--- src/rtl/rsc_pkg.sv ---
package rsc_pkg;
  // high-to-low transition between two sampled levels
  function automatic logic fell_between(input logic prev_lvl, input logic cur_lvl);
    return prev_lvl & ~cur_lvl;
  endfunction
endpackage

--- src/rtl/rsc_fall_detect.sv ---
module rsc_fall_detect
  import rsc_pkg::*;
(
  input  logic clk,
  input  logic lvl,
  output logic fell
);
  logic prev_q;

  // tracks the level in reset too, so a held-low input gives no edge at release
  always_ff @(posedge clk) prev_q <= lvl;

  always_comb fell = fell_between(prev_q, lvl);
endmodule

--- src/rtl/rsc_toggle_cell.sv ---
module rsc_toggle_cell (
  input  logic clk,
  input  logic rst,
  input  logic clr,
  input  logic trig,
  output logic q
);
  always_ff @(posedge clk) begin
    if (rst || clr) q <= 1'b0;
    else if (trig)  q <= ~q;
  end
endmodule

--- src/rtl/rsc_hi_section.sv ---
module rsc_hi_section #(
  parameter int HI_BITS = 3
) (
  input  logic               clk,
  input  logic               rst,
  input  logic               clr,
  input  logic               step,
  output logic [HI_BITS-1:0] q
);
  localparam int NCARRY = HI_BITS + 1;

  logic [NCARRY-1:0] carry;

  assign carry[0] = step;

  // bit k flips when every lower bit is 1 on a step, i.e. when bit k-1 falls
  for (genvar k = 0; k < HI_BITS; k++) begin : g_bit
    rsc_toggle_cell u_cell (
      .clk  (clk),
      .rst  (rst),
      .clr  (clr),
      .trig (carry[k]),
      .q    (q[k])
    );
    assign carry[k+1] = carry[k] & q[k];
  end
endmodule

--- src/rtl/ripple_split_counter.sv ---
module ripple_split_counter #(
  parameter int HI_BITS = 3
) (
  input  logic               clk,
  input  logic               rst,
  input  logic               lo_in,
  input  logic               hi_in,
  input  logic               clr_a,
  input  logic               clr_b,
  output logic               q_lo,
  output logic [HI_BITS-1:0] q_hi
);
  logic clr_both;
  logic lo_fell;
  logic hi_fell;

  assign clr_both = clr_a & clr_b;

  rsc_fall_detect u_lo_edge (.clk(clk), .lvl(lo_in), .fell(lo_fell));
  rsc_fall_detect u_hi_edge (.clk(clk), .lvl(hi_in), .fell(hi_fell));

  rsc_toggle_cell u_lo_cell (
    .clk  (clk),
    .rst  (rst),
    .clr  (clr_both),
    .trig (lo_fell),
    .q    (q_lo)
  );

  rsc_hi_section #(.HI_BITS(HI_BITS)) u_hi (
    .clk  (clk),
    .rst  (rst),
    .clr  (clr_both),
    .step (hi_fell),
    .q    (q_hi)
  );
endmodule

--- config.mk ---
export PLATFORM = sky130hd
export DESIGN_NAME = ripple_split_counter
export DESIGN_NICKNAME = d
export VERILOG_FILES = /design/src/rtl/rsc_pkg.sv /design/src/rtl/rsc_fall_detect.sv /design/src/rtl/rsc_toggle_cell.sv /design/src/rtl/rsc_hi_section.sv /design/src/rtl/ripple_split_counter.sv
export SDC_FILE = /design/constraint.sdc
export NUM_CORES = 1
export LEC_CHECK = 0
export BUFFER_PORTS_ARGS = -buffer_cell sky130_fd_sc_hd__buf_2
export CELL_PAD_IN_SITES_DETAIL_PLACEMENT = 1
export CELL_PAD_IN_SITES_GLOBAL_PLACEMENT = 1
export CORE_AREA = 5 5 42 44
export CTS_CLUSTER_DIAMETER = 100
export DETAILED_ROUTE_END_ITERATION = 7
export DIE_AREA = 0 0 47 49
export PLACE_DENSITY_LB_ADDON = 0.1
export SYNTH_ARGS = -nofsm -noshare
export SYNTH_HDL_FRONTEND = slang
export SYNTH_SLANG_ARGS = --single-unit
--- constraint.sdc ---
create_clock -name clk -period 1 [get_ports clk]
set_clock_uncertainty 0.2 [all_clocks]
set_input_delay 0.25 -clock clk [delete_from_list [all_inputs] [get_ports clk]]
set_output_delay 0.25 -clock clk [all_outputs]
set_load 0.02 [all_outputs]
Word-level counts from Yosys, hierarchy flattened:

Index checks and enable logic that the tools add are counted.

* output and inout port bits: 4
* register bits: 6
* word-level logic and storage cells: 18

* reductions and logical operators: 1
* bitwise gates (word level): 11

Operators with widths (number)
* NOT 1 bit: 6
* bitwise AND 1 bit: 5
* logical OR 1 bit: 1

Logic depth before layout (Yosys ltp):

* depth after elaboration: 4
* mapped depth: 3
* depth with buffers taken out: 3

Hierarchy:

A second synthesis with hierarchy kept.

* cell total of the unflattened synthesis: 19
* area total of the unflattened synthesis: 241.5 µm²

By module, submodules not included
* rsc_toggle_cell: instances 4, area each 38.8 µm², cells each 3, sequential area each 20.0 µm²
* rsc_fall_detect: instances 2, area each 33.8 µm², cells each 2, sequential area each 20.0 µm²
* rsc_hi_section: instances 1, area each 12.5 µm², cells each 2, sequential area each 0.0 µm²
* ripple_split_counter: instances 1, area each 6.3 µm², cells each 1, sequential area each 0.0 µm²

Worst setup path before layout:

No wires, ideal clock.

* path type: reg2reg
* start: reg u_hi.g_bit[0].u_cell.q
* end: reg u_hi.g_bit[2].u_cell.q
* arrival: 0.645 ns
* required time: 0.685 ns
* clock period less this slack: 0.959 ns
* stages on the path, launching flop included: 4
* library setup time: 0.115 ns
* path slack: 0.041 ns
* cell sequence: dfxtp_1 -> nand4b_1 -> xor2_1 -> nor2_1

* word-level cells in the longest chain between the ends: 2

Ends and longest elaborated chain
* start: declaration: line rsc_toggle_cell.sv:6 `output logic q`
* start signal: assignment: line rsc_toggle_cell.sv:10 `else if (trig) q <= ~q;`
* bitwise AND 1 bit (2 in series): line rsc_hi_section.sv:25 `assign carry[k+1] = carry[k] & q[k];`
* end signal: assignment: line rsc_toggle_cell.sv:10
* end: declaration: line rsc_toggle_cell.sv:6

No other way between the ends.
A chain may end at the register's enable or synchronous reset.

Worst setup path in the final report:

* start: reg u_lo_cell.q
* end: out q_lo

RTL lines
* start: declaration: line rsc_toggle_cell.sv:6
* start signal: assignment: line rsc_toggle_cell.sv:10
* end: declaration: line ripple_split_counter.sv:10 `output logic q_lo,`

No word-level cell between the ends.

==> metrics.txt <==
# TYPE chip_impl_metric gauge
chip_impl_metric{name="number_of_antenna_violations_at_the_first_check_in_global_routing",unit=""} 0
chip_impl_metric{name="routed_wire_length_per_instance",unit="um"} 9.340
chip_impl_metric{name="htree_num_levels",unit=""} 1
chip_impl_metric{name="power.leakage",unit="nW"} 0.1749
chip_impl_metric{name="std_cell_rows",unit=""} 14
chip_impl_metric{name="core",unit="mm^2"} 0.001401
chip_impl_metric{name="tightest_slew",unit="ns"} 0.1490
chip_impl_metric{name="antenna_cells",unit=""} 0
chip_impl_info{name="worstReg2RegStart",value="u_hi.g_bit[0].u_cell.q$_SDFFE_PP0N_"} 1
chip_impl_metric{name="number_of_synthesized_register_bits",unit=""} 6
chip_impl_metric{name="dpl_cell_area",unit="um^2"} 272.8
chip_impl_metric{name="slew_violations",unit=""} 0
chip_impl_metric{name="numPortBuffers",unit=""} 9
chip_impl_metric{name="post_synth_fa_ha_maj_area_fraction",unit=""} 0
chip_impl_info{name="timing.critical_path.cells",value="buf_6"} 1
chip_impl_info{name="start_kind",value="flip-flop"} 1
chip_impl_metric{name="finish.instance_area",unit="um^2"} 386.6
chip_impl_metric{name="finalWorstPathRequiredPeriod",unit="ns"} 1.135
chip_impl_info{name="crit_path_end_kind",value="output pin"} 1
chip_impl_metric{name="grt_overflow_total",unit=""} 0
chip_impl_info{name="cts_tree",value="yes"} 1
chip_impl_metric{name="cts_sinks",unit=""} 6
chip_impl_info{name="hold_start",value="lo_in"} 1
chip_impl_metric{name="worst-endpoint-arrival",unit="ns"} 0.69
chip_impl_metric{name="setup.reg_to_reg.worst_slack",unit="ns"} -0.05
chip_impl_metric{name="synthDominantCellAreaShare",unit=""} 0.5217
chip_impl_info{name="cp_top_family",value="flip-flops"} 1
chip_impl_metric{name="drt_drc_violations_left",unit=""} 0
chip_impl_metric{name="syn_avg_cell_area",unit="um^2"} 10.46
chip_impl_metric{name="layout.filler_cells",unit=""} 173
chip_impl_metric{name="final_min_period_over_clock_period",unit=""} 1.135
chip_impl_info{name="highest_count_cells_in_the_layout_ignoring_fill_and_taps",value="buf_2, dfxtp_2, nor2_1, buf_6, buf_4"} 1
chip_impl_metric{name="cts_buffers",unit=""} 3
chip_impl_metric{name="gpl.final_weighted_congestion",unit=""} 0.5701
chip_impl_metric{name="timing.critical_path.fanout_max",unit=""} 2
chip_impl_metric{name="total_wire_length_after_detailed_routing",unit="um"} 495
chip_impl_metric{name="vias",unit=""} 202
chip_impl_metric{name="die_width",unit="um"} 47
chip_impl_info{name="hold_class",value="primary input to flip-flop"} 1
chip_impl_metric{name="area_fraction_in_compound_gates_after_synthesis",unit=""} 0.03261
chip_impl_metric{name="synthesis.nets",unit=""} 28
chip_impl_metric{name="post_synth_instance_area",unit="um^2"} 230.2
chip_impl_info{name="grt_setup_unrepaired",value="yes"} 1
chip_impl_metric{name="worstPathBufferInverterCount",unit=""} 1
chip_impl_info{name="dominant_combinational_cell_family_by_area_after_synthesis",value="simple AND/OR/NAND/NOR gates"} 1
chip_impl_metric{name="report.final.hold_viol_count",unit=""} 0
chip_impl_info{name="critical-path-slowest-cell",value="dfxtp_2"} 1
chip_impl_metric{name="final.setup.worst_slack",unit="ns"} -0.1350
chip_impl_metric{name="synthMuxAreaShare",unit=""} 0
chip_impl_metric{name="synthesis.yosys.warnings",unit=""} 0
chip_impl_info{name="cell_taking_the_most_area_after_synthesis",value="dfxtp_1"} 1
chip_impl_metric{name="via_per_inst",unit=""} 3.811
chip_impl_metric{name="max-vdd-ir-drop",unit="mV"} 0.4501
chip_impl_metric{name="synth_sequential_area_ratio",unit=""} 0.5217
chip_impl_info{name="synth.area.top_cells",value="dfxtp_1, buf_4, xnor2_1"} 1
chip_impl_metric{name="clk_path_buf_depth",unit=""} 2
chip_impl_metric{name="drt_pass1_iterations",unit=""} 2
chip_impl_metric{name="synth_xor_xnor_area_share",unit=""} 0.1522
chip_impl_metric{name="worst_setup_hold_path_clk_slew",unit="ns"} 0.05
chip_impl_metric{name="synth_cells",unit=""} 22
chip_impl_metric{name="clk_latency",unit="ns"} 0.24
chip_impl_metric{name="design.die.area",unit="mm^2"} 0.002303
chip_impl_metric{name="max_freq",unit="GHz"} 0.8810
chip_impl_metric{name="first_iter_violations",unit=""} 2
chip_impl_metric{name="netlist-cell-type-count",unit=""} 10
chip_impl_metric{name="post_route_cells_drive_above_1_share",unit=""} 0.6216
chip_impl_metric{name="synthSimpleGateAreaFrac",unit=""} 0.1957
chip_impl_metric{name="io_pins",unit=""} 10
chip_impl_info{name="clock_tree.root_cell",value="clkbuf_4"} 1
chip_impl_metric{name="hold_ws",unit="ns"} 0.1203
chip_impl_metric{name="grt_pass1_vias",unit=""} 217
chip_impl_metric{name="setup-violations-final",unit=""} 6
chip_impl_metric{name="post-place-ws",unit="ns"} -0.05272
chip_impl_metric{name="drv.max_cap_violation_count",unit=""} 0
chip_impl_metric{name="floorplan.initialDensity",unit=""} 0.1643
chip_impl_metric{name="slew_headroom",unit=""} 0.9007
chip_impl_metric{name="required",unit="ns"} 0.55
chip_impl_info{name="run_status",value="finished, violations left"} 1
chip_impl_metric{name="drt.antenna.violating_nets",unit=""} 0
chip_impl_metric{name="signed_area_change_from_the_synthesized_netlist_to_the_final_layout",unit="%"} 67.93
chip_impl_info{name="min_to",value="u_lo_cell.q$_SDFFE_PP0P_"} 1
chip_impl_metric{name="power_per_cell_area",unit="mW/mm^2"} 1434
chip_impl_metric{name="groute.usage.overall",unit=""} 0.05508
chip_impl_info{name="regToRegEndpoint",value="u_hi.g_bit[2].u_cell.q$_SDFFE_PP0P_"} 1
chip_impl_info{name="failed_checks",value="setup timing"} 1
chip_impl_metric{name="min_delay_path_depth",unit=""} 4
chip_impl_metric{name="num-nets-final",unit=""} 45
chip_impl_metric{name="global_route_wire_length_before_repair",unit="um"} 828
chip_impl_metric{name="die_h",unit="um"} 49
chip_impl_info{name="crit_type",value="flip-flop to output pin"} 1
chip_impl_metric{name="critPathMaxStageDelay",unit="ns"} 0.33
chip_impl_metric{name="ff2ff_path_depth",unit=""} 4
chip_impl_metric{name="grt_start_max_net_pins",unit=""} 5
## worst min-delay path, delay by kind of cell
kind / cells / cell delay, ns
simple gates: 2 / 0.08
buf+inv: 1 / 0.09
xor+xnor: 1 / 0.11
## report_power, final
part	total [mW]	internal (mW)	switching, mW
clock network	0.221	0.136	0.0858
registers	0.258	0.252	0.00579
logic	0.0753	0.0456	0.0297
## state kept, by name, indices dropped and copies added (netlist names)
| name | flops |
|---|---|
| u_hi.g_bit.u_cell.q | 3 |
| u_hi_edge.prev_q | 1 |
| u_lo_cell.q | 1 |
| u_lo_edge.prev_q | 1 |
## worst max path at each step
stage | startpoint | end | slack (ns) | cells past startpoint
2_1_floorplan | u_hi.g_bit[0].u_cell.q$_SDFFE_PP0N_ | u_hi.g_bit[2].u_cell.q$_SDFFE_PP0P_ | 0.04 | 3
3_3_place_gp | hi_in | u_hi.g_bit[2].u_cell.q$_SDFFE_PP0P_ | -0.07 | 4
3_5_place_dp | hi_in | u_hi.g_bit[2].u_cell.q$_SDFFE_PP0P_ | -0.05 | 4
4_1_cts | u_hi.g_bit[0].u_cell.q$_SDFFE_PP0N_ | q_hi[0] | -0.15 | 1
5_1_grt | u_hi.g_bit[0].u_cell.q$_SDFFE_PP0N_ | q_hi[0] | -0.17 | 1
6_report | u_lo_cell.q$_SDFFE_PP0P_ | q_lo | -0.14 | 1
## synthesized netlist by cell type
library cell and n:
a21o_1 1, and2b_1 1, buf_4 3, dfxtp_1 6
nand3b_1 1, nand4b_1 1, nor2_1 4, nor2b_1 1
xnor2_1 2, xor2_1 2
## per-layer routing
metal / share of wire / GRT usage / wire (um)
met1: 0.40 / 0.05543 / 196
met2: 0.46 / 0.06787 / 227
met3: 0.14 / 0.05166 / 71
met4: 0 / 0.04147 / 0
met5: 0 / 0 / 0
## per-stage QoR
stage / cells / util / TNS [ns] / total power [mW]
global route: 53 / 0.2759 / -0.9403 / 0.5926
floorplan: 22 / - / 0 / 0.2925
finish: 53 / 0.2759 / -0.6169 / 0.5545
detailed placement: 44 / 0.1946 / -0.1343 / 0.3086
global placement: 44 / 0.1946 / -0.1207 / 0.3073
CTS: 53 / 0.2679 / -0.6954 / 0.5676
## cell families after synthesis
| group | after synthesis |
|---|---|
| simple gates | 8 |
| buf+inv | 3 |
| xor+xnor | 4 |
| compound gates | 1 |
| flops | 6 |
## layout make-up
cell class,count,area [um^2],share of cell area
clock buffer,3,22.52,0.05825
multi-input combinational,13,97.59,0.2524
sequential,6,126.4,0.3269
tap,16,20.02,0.05178
timing repair buffer,15,120.1,0.3107
## what timing repair did
| action | in CTS | in global routing |
|---|---|---|
| setup buffers | 4 | 0 |
| hold buffers | 2 | 0 |
| hold endpoints to repair | 2 | 0 |
| resized for setup | 12 | 3 |
| setup endpoints to repair | 5 | 8 |
(Power assumes the default switching activity.)
